**src/rtl/fsr_pkg.sv**
```systemverilog
package fsr_pkg;
   typedef enum logic [1:0] {
      SZ_BYTE = 2'd0,
      SZ_HALF = 2'd1,
      SZ_WORD = 2'd2,
      SZ_BAD  = 2'd3
   } acc_size_e;

   function automatic logic size_fits_lane(input logic [1:0] sz, input logic [1:0] lane);
      case (acc_size_e'(sz))
         SZ_BYTE: size_fits_lane = 1'b1;
         SZ_HALF: size_fits_lane = ~lane[0];
         SZ_WORD: size_fits_lane = (lane == 2'd0);
         default: size_fits_lane = 1'b0;
      endcase
   endfunction
endpackage

```
**src/rtl/fsr_lane_align.sv**
```systemverilog
module fsr_lane_align #(
   parameter int DATA_W = 32,
   localparam int NBYTES = DATA_W / 8,
   localparam int LANE_W = $clog2(NBYTES)
) (
   input  logic [LANE_W-1:0] lane,
   input  logic [1:0]        size,
   input  logic [DATA_W-1:0] rd_word,
   input  logic [DATA_W-1:0] wr_data,
   output logic [DATA_W-1:0] rd_aligned,
   output logic [DATA_W-1:0] wr_shifted
);
   logic [DATA_W-1:0] size_mask;
   logic [LANE_W+3:0] nbytes_sel;
   logic [LANE_W+2:0] bit_shift;

   assign nbytes_sel = (LANE_W+4)'(1) << size;
   assign bit_shift  = {lane, 3'b000};

   for (genvar b = 0; b < NBYTES; b++) begin : g_byte
      assign size_mask[b*8 +: 8] = (b < int'(nbytes_sel)) ? 8'hFF : 8'h00;
   end

   assign rd_aligned = (rd_word >> bit_shift) & size_mask;
   assign wr_shifted = (wr_data & size_mask) << bit_shift;
endmodule

```
**src/rtl/fsr_status_store.sv**
```systemverilog
module fsr_status_store #(
   parameter int DATA_W = 32,
   parameter int SH_LO  = 8,
   parameter int SH_W   = 8,
   localparam logic [DATA_W-1:0] SH_MASK  = {{(DATA_W-SH_W){1'b0}}, {SH_W{1'b1}}} << SH_LO,
   localparam logic [DATA_W-1:0] OWN_MASK = ~SH_MASK
) (
   input  logic              clk,
   input  logic              rst_n,
   input  logic [DATA_W-1:0] clr_sec,
   input  logic [DATA_W-1:0] clr_ns,
   input  logic [SH_W-1:0]   clr_sh,
   input  logic [DATA_W-1:0] set_sec,
   input  logic [DATA_W-1:0] set_ns,
   input  logic [SH_W-1:0]   set_sh,
   output logic [DATA_W-1:0] sec_q,
   output logic [DATA_W-1:0] ns_q,
   output logic [SH_W-1:0]   sh_q
);
   if (SH_LO + SH_W > DATA_W) begin : g_bad_field
      $error("shared field exceeds the data width");
   end

   always_ff @(posedge clk) begin
      if (!rst_n) begin
         sec_q <= '0;
         ns_q  <= '0;
         sh_q  <= '0;
      end else begin
         sec_q <= ((sec_q & ~clr_sec) | set_sec) & OWN_MASK;
         ns_q  <= ((ns_q & ~clr_ns) | set_ns) & OWN_MASK;
         sh_q  <= (sh_q & ~clr_sh) | set_sh;
      end
   end

   // a set always lands, even against a simultaneous clear
   a_r10_set_wins: assert property (@(posedge clk) disable iff (!rst_n)
      (set_sh != '0) |=> ((sh_q & $past(set_sh)) == $past(set_sh)));

   // a clear without a competing set removes the bit
   a_r6_w1c_clears: assert property (@(posedge clk) disable iff (!rst_n)
      ((clr_sec & ~set_sec & OWN_MASK) != '0) |=> ((sec_q & $past(clr_sec & ~set_sec & OWN_MASK)) == '0));
endmodule

```
**src/rtl/fsr_fault_addr.sv**
```systemverilog
module fsr_fault_addr #(
   parameter int DATA_W = 32
) (
   input  logic              clk,
   input  logic              rst_n,
   input  logic              wr_en,
   input  logic [DATA_W-1:0] wdata,
   output logic [DATA_W-1:0] q
);
   always_ff @(posedge clk) begin
      if (!rst_n) q <= '0;
      else if (wr_en) q <= wdata;
   end

   // an accepted write is visible next cycle
   a_r5_far_write_lands: assert property (@(posedge clk) disable iff (!rst_n)
      wr_en |=> (q == $past(wdata)));
endmodule

```
**src/rtl/fault_status_slice.sv**
```systemverilog
module fault_status_slice #(
   parameter int ADDR_W     = 12,
   parameter int DATA_W     = 32,
   parameter int STATUS_OFS = 'hD28,
   parameter int FAR_OFS    = 'hD38,
   parameter int SH_LO      = 8,
   parameter int SH_W       = 8
) (
   input  logic              clk,
   input  logic              rst_n,
   input  logic              main_ext,
   input  logic              bf_to_ns,
   input  logic              req_valid,
   input  logic              req_write,
   input  logic              req_secure,
   input  logic [ADDR_W-1:0] req_addr,
   input  logic [1:0]        req_size,
   input  logic [DATA_W-1:0] req_wdata,
   input  logic              evt_set,
   input  logic              evt_secure,
   input  logic [DATA_W-1:0] evt_bits,
   output logic [DATA_W-1:0] rsp_rdata,
   output logic              rsp_err
);
   import fsr_pkg::*;

   localparam int NBYTES = DATA_W / 8;
   localparam int LANE_W = $clog2(NBYTES);
   localparam logic [ADDR_W-1:0] ST_BASE = ADDR_W'(STATUS_OFS);
   localparam logic [ADDR_W-1:0] FA_BASE = ADDR_W'(FAR_OFS);

   if (DATA_W != 32) begin : g_bad_width
      $error("status slice is built for a 32-bit word");
   end
   if (STATUS_OFS % NBYTES != 0) begin : g_bad_align
      $error("status offset must be word aligned");
   end
   if (FAR_OFS >= (1 << ADDR_W) || STATUS_OFS >= (1 << ADDR_W)) begin : g_bad_ofs
      $error("offsets exceed the address width");
   end

   logic [LANE_W-1:0] lane;
   logic              st_hit, far_hit, bad, ns_blocked, sh_allow;
   logic [DATA_W-1:0] sec_q, ns_q, far_q;
   logic [SH_W-1:0]   sh_q;
   logic [DATA_W-1:0] st_word, st_rd, wr_shift, clr_vec;
   logic [DATA_W-1:0] set_vec;

   assign lane       = req_addr[LANE_W-1:0];
   assign st_hit     = (req_addr[ADDR_W-1:LANE_W] == ST_BASE[ADDR_W-1:LANE_W])
                       && size_fits_lane(req_size, lane);
   assign far_hit    = (req_addr == FA_BASE) && (acc_size_e'(req_size) == SZ_WORD) && main_ext;
   assign bad        = req_valid && !st_hit && !far_hit;
   assign ns_blocked = !req_secure && !bf_to_ns;
   assign sh_allow   = main_ext && !ns_blocked;

   assign st_word = (req_secure ? sec_q : ns_q)
                    | (sh_allow ? (DATA_W'(sh_q) << SH_LO) : '0);

   fsr_lane_align #(.DATA_W(DATA_W)) u_align (
      .lane       (lane),
      .size       (req_size),
      .rd_word    (st_word),
      .wr_data    (req_wdata),
      .rd_aligned (st_rd),
      .wr_shifted (wr_shift)
   );

   assign clr_vec = (req_valid && req_write && st_hit) ? wr_shift : '0;
   assign set_vec = evt_set ? evt_bits : '0;

   fsr_status_store #(.DATA_W(DATA_W), .SH_LO(SH_LO), .SH_W(SH_W)) u_store (
      .clk     (clk),
      .rst_n   (rst_n),
      .clr_sec (req_secure ? clr_vec : '0),
      .clr_ns  (req_secure ? '0 : clr_vec),
      .clr_sh  (sh_allow ? clr_vec[SH_LO +: SH_W] : '0),
      .set_sec (evt_secure ? set_vec : '0),
      .set_ns  (evt_secure ? '0 : set_vec),
      .set_sh  (main_ext ? set_vec[SH_LO +: SH_W] : '0),
      .sec_q   (sec_q),
      .ns_q    (ns_q),
      .sh_q    (sh_q)
   );

   fsr_fault_addr #(.DATA_W(DATA_W)) u_far (
      .clk   (clk),
      .rst_n (rst_n),
      .wr_en (req_valid && req_write && far_hit && !ns_blocked),
      .wdata (req_wdata),
      .q     (far_q)
   );

   always_ff @(posedge clk) begin
      if (!rst_n) begin
         rsp_rdata <= '0;
         rsp_err   <= 1'b0;
      end else begin
         rsp_err <= bad;
         if (req_valid && !req_write && st_hit)
            rsp_rdata <= st_rd;
         else if (req_valid && !req_write && far_hit)
            rsp_rdata <= ns_blocked ? '0 : far_q;
         else
            rsp_rdata <= '0;
      end
   end

   // an error response carries no data
   a_r11_err_no_data: assert property (@(posedge clk) disable iff (!rst_n)
      rsp_err |-> (rsp_rdata == '0));

   // blocked non-secure writes leave the fault address untouched
   a_r5_far_blocked_hold: assert property (@(posedge clk) disable iff (!rst_n)
      (req_valid && req_write && ns_blocked) |=> $stable(far_q));

   // blocked non-secure writes leave the shared bits untouched
   a_r4_shared_blocked_hold: assert property (@(posedge clk) disable iff (!rst_n)
      (req_valid && req_write && ns_blocked && !evt_set) |=> $stable(sh_q));

   // fault address access without the main extension is an error
   a_r9_far_absent_err: assert property (@(posedge clk) disable iff (!rst_n)
      (req_valid && !main_ext && req_addr == FA_BASE) |=> rsp_err);
endmodule

```
**config.mk**
```make
export PLATFORM = sky130hd
export DESIGN_NAME = fault_status_slice
export DESIGN_NICKNAME = d
export VERILOG_FILES = /design/src/rtl/fsr_pkg.sv /design/src/rtl/fsr_lane_align.sv /design/src/rtl/fsr_status_store.sv /design/src/rtl/fsr_fault_addr.sv /design/src/rtl/fault_status_slice.sv
export SDC_FILE = /design/constraint.sdc
export NUM_CORES = 1
export LEC_CHECK = 0
export CAP_MARGIN = 15
export CORE_ASPECT_RATIO = 1.75
export CORE_MARGIN = 2
export CORE_UTILIZATION = 40
export DETAILED_ROUTE_END_ITERATION = 7
export HOLD_SLACK_MARGIN = 0.12
export PLACE_DENSITY = 0.65
export SKIP_CTS_REPAIR_TIMING = 1
export SLEW_MARGIN = 20
export SYNTH_ARGS = -nofsm -noshare
export SYNTH_HDL_FRONTEND = slang
export SYNTH_SLANG_ARGS = --single-unit
```
**constraint.sdc**
```tcl
create_clock -name clk -period 1.8 [get_ports clk]
set_input_delay 0.18 -clock clk [delete_from_list [all_inputs] [get_ports clk]]
set_output_delay 0.18 -clock clk [all_outputs]
set_load 0.01 [all_outputs]
```
---- Yosys cells after proc, flatten, opt, wreduce, memory -nomap -nowiden ----
Cells that the tools add are included.
W data, S select, Z words.
operators by class
  add/subtract/negate cells ............... 0
  multipliers ............................. 0
  divide/modulo/power cells ............... 0
  $lt $le $gt $ge ......................... 4
  eq/ne operators ......................... 4
  shift operators ......................... 3
  muxes and demuxes ....................... 18
  bitwise operators ....................... 13
  reductions and logical operators ........ 22
operator list
  cell                    count
  $mux W32                10
  $and A32 B32 Y32        4
  $not A32 Y32            2
  $or A32 B32 Y32         2
  $mux W8                 6
  $or A32 B16 Y32         1
  $shl A32 B5 Y32         1
  $shr A32 B5 Y32         1
  $mux W16                1
  $logic_and A1 B1 Y1     14
  $eq A12 B12 Y1 const B  1
  $lt A1 B6 Y1 const A    2
  $lt A2 B6 Y1 const A    2
  $eq A10 B10 Y1 const B  1
  $and A8 B8 Y8           1
  $not A8 Y8              1
  $or A8 B8 Y8            1
  $logic_not A1 Y1        6
  $shl A1 B2 Y6 const A   1
  $logic_not A2 Y1        2
  $pmux W1 S3             1
  $eq A2 B1 Y1 const B    1
  $eq A2 B2 Y1 const B    1
  $not A1 Y1              1
word-level totals
  flip-flop bits (word level) ............. 137
  latch bits .............................. 0
  memory bits (writable) .................. 0
  ROM bits ................................ 0
  output and inout port bits .............. 33
  word-level logic and storage cells ...... 72
  memories kept ........................... 0

---- Logic depth before layout (Yosys ltp) ----
  depth in word-level cells ............... 10
  depth in mapped cells ................... 8
  mapped depth without buffers ............ 5

---- Modules after synthesis ----
Synthesis repeated with hierarchy kept, for this count alone.
unflattened totals
  cells, all modules ...................... 947
  area, all modules ....................... 8493.1 um^2
modules (own cells, without submodules)
  module              times used  cells an instance  area each (um^2)  seq. area each (um^2)
  fault_status_slice  1           478                4037.6            660.6
  fsr_status_store    1           191                2073.2            1121.1
  fsr_fault_addr      1           103                1243.7            640.6
  fsr_lane_align      1           175                1138.6            0.0

---- Least setup slack after synthesis ----
No wires, ideal clock.
  kind .................................... input to register
  start point ............................. in req_addr[9]
  end point ............................... reg u_store.sec_q[31]
  arrival time ............................ 1.634 ns
  required time ........................... 1.674 ns
  path slack .............................. 0.040 ns
  cell stages on the path ................. 7
  path buffers ............................ 2
  cells stage by stage .................... and4b_1 -> nand4b_4 -> or4_1 -> buf_2 -> buf_6 -> o211ai_1 -> o21ai_0
between the ends
  word-level cells in the longest chain between the ends .. 8
RTL lines
  item                  line                      RTL
  from (decl)           fault_status_slice.sv:16  input logic [ADDR_W-1:0] req_addr,
  $eq A10 B10 Y1        fault_status_slice.sv:50  assign st_hit = (req_addr[ADDR_W-1:LANE_W] == ST_BASE[ADDR_W-1:LANE_W])
  $logic_and A1 B1 Y1   fault_status_slice.sv:51  && size_fits_lane(req_size, lane);
  $logic_and A1 B1 Y1   fault_status_slice.sv:69  assign clr_vec = (req_valid && req_write && st_hit) ? wr_shift : '0;
  $mux W32              fault_status_slice.sv:69
  $mux W32              fault_status_slice.sv:75  .clr_sec (req_secure ? clr_vec : '0),
  $not A32 Y32          fsr_status_store.sv:30    sec_q <= ((sec_q & ~clr_sec) | set_sec) & OWN_MASK;
  $and A32 B32 Y32      fsr_status_store.sv:30
  $or A32 B32 Y32       fsr_status_store.sv:30
  to (signal assigned)  fsr_status_store.sv:30
  to (decl)             fsr_status_store.sv:16    output logic [DATA_W-1:0] sec_q,
No other way between the ends.
A chain may end at the register's enable or synchronous reset.

---- Worst setup path after layout ----
  start point ............................. in req_secure
  end point ............................... reg rsp_rdata[11]
between the ends
  word-level cells in the longest chain between the ends .. 9
RTL lines
  item                  line                       RTL
  from (decl)           fault_status_slice.sv:15   input logic req_secure,
  $logic_not A1 Y1      fault_status_slice.sv:54   assign ns_blocked = !req_secure && !bf_to_ns;
  $logic_and A1 B1 Y1   fault_status_slice.sv:54
  $logic_not A1 Y1      fault_status_slice.sv:55   assign sh_allow = main_ext && !ns_blocked;
  $logic_and A1 B1 Y1   fault_status_slice.sv:55
  $mux W16              fault_status_slice.sv:58   | (sh_allow ? (DATA_W'(sh_q) << SH_LO) : '0);
  $or A32 B16 Y32       fault_status_slice.sv:58
  $shr A32 B5 Y32       fsr_lane_align.sv:24       assign rd_aligned = (rd_word >> bit_shift) & size_mask;
  $and A32 B32 Y32      fsr_lane_align.sv:24
  $mux W32 *            fault_status_slice.sv:100  if (req_valid && !req_write && st_hit)
  to (signal assigned)  fault_status_slice.sv:101  rsp_rdata <= st_rd;
  to (signal assigned)  fault_status_slice.sv:103  rsp_rdata <= ns_blocked ? '0 : far_q;
  to (decl)             fault_status_slice.sv:22   output logic [DATA_W-1:0] rsp_rdata,
Mark *: on every way between the ends. The rest lies on a longest branch, timed or not.

==> out/qor.txt <==
Result of the run: complete, no violations
Number of top-level design ports: 120
Power Dens Cells: 863 nW/um^2
Final standard cell area without fillers: 8390 sq um
WP data arrival: 2.07 ns
Number of H-tree branching levels: 4
Relative slew margins: 61.9%
Via count of the first global-routing pass: 5832
Area growth from synthesis to final layout: 49.3%
Dpl cell area: 7610 sq um
Dpl cells: 990
Setup slack on the worst flop-to-flop path: 0.40 ns
Die width: 93.6 um
Crit Path Category: in2reg
Share of layout cells above drive strength 1: 21.2%
Vias post-DR: 5941
Number of register bits inferred by synthesis: 121
Maximum clock frequency: 565 MHz
DIE AREA: 15000 sq um
Final Util: 60.6%
Top area cells in the synthesized netlist: sky130_fd_sc_hd__dfxtp_1 43%, sky130_fd_sc_hd__nand2_1 9.0%, sky130_fd_sc_hd__a21oi_1 7.6%, sky130_fd_sc_hd__mux2_2 4.6%, sky130_fd_sc_hd__o21ai_0 4.5%
Number of antenna violations at the first check in global routing: 0
Final critical-path required period: 1.77 ns
Capture instance of the worst register-to-register path: rsp_rdata[6]
DPL Wire Length: 15900 um
Post-route DRC violation count: 0
Clock Path Buffers: 2
Diode insertion count for antenna repair: 0
Setup-violating endpoint count in the final report: 0
Total negative slack: 0 ns
Startpoint type of the worst setup path: input pin
Reported leakage power: 0.00313 uW
Type of the most critical hold path: in2reg
Final layout net count: 924
Filler Cells Inserted: 1220
Number of cell instances on the worst register-to-register path: 5
Number of flops mapped to enable cells by yosys: 0
Aggregate global routing overflow: 0
Ratio of routed vias to standard cells: 5.78
Starting utilization of the core area: 40.6%
Top-area cell type share of the netlist area: 43.1%
Final Non-Filler Cells: 1027
Final hold viol count: 0
Root Buffer Master: sky130_fd_sc_hd__clkbuf_16
Post-synth ARST share: 0%
Reported max-cap violation count: 0
Iter 0 DRT Violations: 397
Critical path peak fanout: 21
Worst Hold Endpoint: u_store.sec_q[24]
Max-slew violation count: 0
Die height: 161 um
Num Clock Sinks: 121
Required time of the critical path: 2.10 ns
DRT antenna net count: 0
Number of distinct library cells after synthesis: 43
Pin count of the biggest net entering global routing: 74
Post-synthesis cell count: 651
Cell count of the worst hold path: 3
Overall routed net length: 22100 um
Worst hold margin: 0.328 ns
CTS tree: done
Final period util: 98.4%
Number of rows created at floorplan: 57
Startpoint of the worst register-to-register path: u_store.sec_q[30]
Port Buffers: 119
Sequential area share after synthesis: 43.1%
Clock latency on the worst-skew pair: 0.42 ns
Detailed Routing Iterations Pass 1: 5
Transition time of the tightest slew-check pin: 0.555 ns
Peak supply drop: 0.000573 V
Global placement routability congestion: 0.975
CP endpoint kind: flop
Worst-case clock skew: 0.00886 ns
Clock-pin slew of the registers on the worst-case setup and hold paths: 0.06 ns
Yosys warns: 0
Post-synthesis average cell area: 8.63 sq um
Post-synth design cell area: 5620 sq um
Core Region: 13800 sq um
Source of the worst hold timing path: evt_bits[24]
Prevailing post-synth register cell: sky130_fd_sc_hd__dfxtp_1
Wire length of the first global-routing pass: 32700 um
Leading area contributor after synthesis: sky130_fd_sc_hd__dfxtp_1
Global routing usage summed across all routing layers: 29.0%
Total CTS buffers: 17
Net count after synthesis: 738
Routed wire length per instance: 21.5 um
state kept, by name, indices dropped and copies added (netlist names):
signal,cells
rsp_err,1
u_store.sec_q,24
rsp_rdata,32
u_store.sh_q,8
u_far.q,32
u_store.ns_q,24
cells by family after synthesis:
logic type | count (synthesis) | share of synthesized area (%)
DFF | 121 | 43.1
AOI/OAI and AO/OA | 241 | 27.2
muxes | 45 | 8.53
buffers and inverters | 56 | 4.68
and+or+nand+nor | 188 | 16.5
synthesized netlist by cell type, types with 2 or more instances:
cell type / instances
sky130_fd_sc_hd__nand2_1: 134
sky130_fd_sc_hd__dfxtp_1: 121
sky130_fd_sc_hd__a21oi_1: 85
sky130_fd_sc_hd__o21ai_0: 51
sky130_fd_sc_hd__clkbuf_1: 31
sky130_fd_sc_hd__a311oi_1: 24
sky130_fd_sc_hd__mux2_2: 23
sky130_fd_sc_hd__mux2i_1: 22
sky130_fd_sc_hd__buf_2: 18
sky130_fd_sc_hd__o211ai_1: 16
sky130_fd_sc_hd__o2bb2ai_1: 15
sky130_fd_sc_hd__nor2b_1: 13
sky130_fd_sc_hd__a22o_1: 9
sky130_fd_sc_hd__and2_1: 9
sky130_fd_sc_hd__a22oi_1: 8
sky130_fd_sc_hd__a32o_1: 8
sky130_fd_sc_hd__o21ai_1: 8
sky130_fd_sc_hd__o22ai_1: 7
sky130_fd_sc_hd__a221oi_1: 6
sky130_fd_sc_hd__buf_6: 4
sky130_fd_sc_hd__nand2b_1: 4
sky130_fd_sc_hd__nor3b_2: 4
sky130_fd_sc_hd__or3_1: 4
sky130_fd_sc_hd__nor2_1: 3
sky130_fd_sc_hd__a211oi_1: 2
sky130_fd_sc_hd__nand3b_1: 2
sky130_fd_sc_hd__nor3_1: 2
sky130_fd_sc_hd__nor3_2: 2
sky130_fd_sc_hd__or4_1: 2
how the worst max path moves through the flow:
stage,to,from
floorplan,u_store.sec_q[31],req_addr[9]
global placement,rsp_rdata[5],req_addr[1]
detailed placement,rsp_rdata[5],req_addr[1]
CTS,rsp_rdata[5],req_addr[1]
global route,u_store.sec_q[31],req_size[0]
finish,rsp_rdata[11],req_secure
placed cells by master, fill, tap and decap left out, types with 3 or more instances in the layout:
master,count
sky130_fd_sc_hd__a21oi_1,81
sky130_fd_sc_hd__a21oi_2,4
sky130_fd_sc_hd__a221oi_1,6
sky130_fd_sc_hd__a22o_1,9
sky130_fd_sc_hd__a22oi_1,8
sky130_fd_sc_hd__a311oi_1,24
sky130_fd_sc_hd__a32o_1,8
sky130_fd_sc_hd__and2_1,9
sky130_fd_sc_hd__buf_12,9
sky130_fd_sc_hd__buf_4,83
sky130_fd_sc_hd__buf_6,7
sky130_fd_sc_hd__clkbuf_16,19
sky130_fd_sc_hd__clkdlybuf4s50_1,109
sky130_fd_sc_hd__clkinv_4,3
sky130_fd_sc_hd__clkinvlp_4,3
sky130_fd_sc_hd__dfxtp_1,121
sky130_fd_sc_hd__dlymetal6s2s_1,9
sky130_fd_sc_hd__inv_6,3
sky130_fd_sc_hd__mux2_2,23
sky130_fd_sc_hd__mux2i_1,21
sky130_fd_sc_hd__nand2_1,134
sky130_fd_sc_hd__nand2b_1,4
sky130_fd_sc_hd__nor2b_1,11
sky130_fd_sc_hd__nor3_2,3
sky130_fd_sc_hd__nor3b_4,3
sky130_fd_sc_hd__o211ai_1,16
sky130_fd_sc_hd__o21ai_0,50
sky130_fd_sc_hd__o21ai_1,9
sky130_fd_sc_hd__o22ai_1,7
sky130_fd_sc_hd__o2bb2ai_1,15
sky130_fd_sc_hd__or3_1,4
where the power goes:
group | internal, uW | switching, uW
sequential | 2750 | 36.3
combinational | 487 | 490
clock | 2110 | 1370
total | 5340 | 1890
layout make-up:
class,count,area [sq um],share of cell area [%]
Multi-Input combinational cell,474,2990,35.6
Clock inverter,14,163,1.94
Clock buffer,18,439,5.24
Tap cell,177,221,2.64
Inverter,2,7.51,0.0895
Timing Repair Buffer,221,2150,25.6
Sequential cell,121,2420,28.9
routing by layer:
metal  routed length (um)  share of wire [%]  global-route usage [%]  up-vias
met2                11500                 52                    50.8      298
met4                 1340                6.1                    16.9        0
met5                    0                  0                       0        -
met3                 1340                6.1                    4.74       64
met1                 7930                 36                    32.5     2818
li1                     -                  -                       -     2761
worst max-delay path, stage by stage:
cell	delay [ns]
sky130_fd_sc_hd__clkdlybuf4s50_1	0.58
sky130_fd_sc_hd__buf_12	0.24
sky130_fd_sc_hd__buf_12	0.15
sky130_fd_sc_hd__mux2i_1	0.35
sky130_fd_sc_hd__buf_4	0.21
sky130_fd_sc_hd__o22ai_1	0.08
sky130_fd_sc_hd__a32o_1	0.27
through the flow:
step	setup slack, ns	total power [uW]
3_5_place_dp	-0.489	3790
6_report	0.0294	7240
2_1_floorplan	0.0396	3210
4_1_cts	-0.0779	7230
5_1_grt	-0.000316	7450
3_3_place_gp	-0.502	3780
Note: power is estimated with default switching activity, not from simulation.
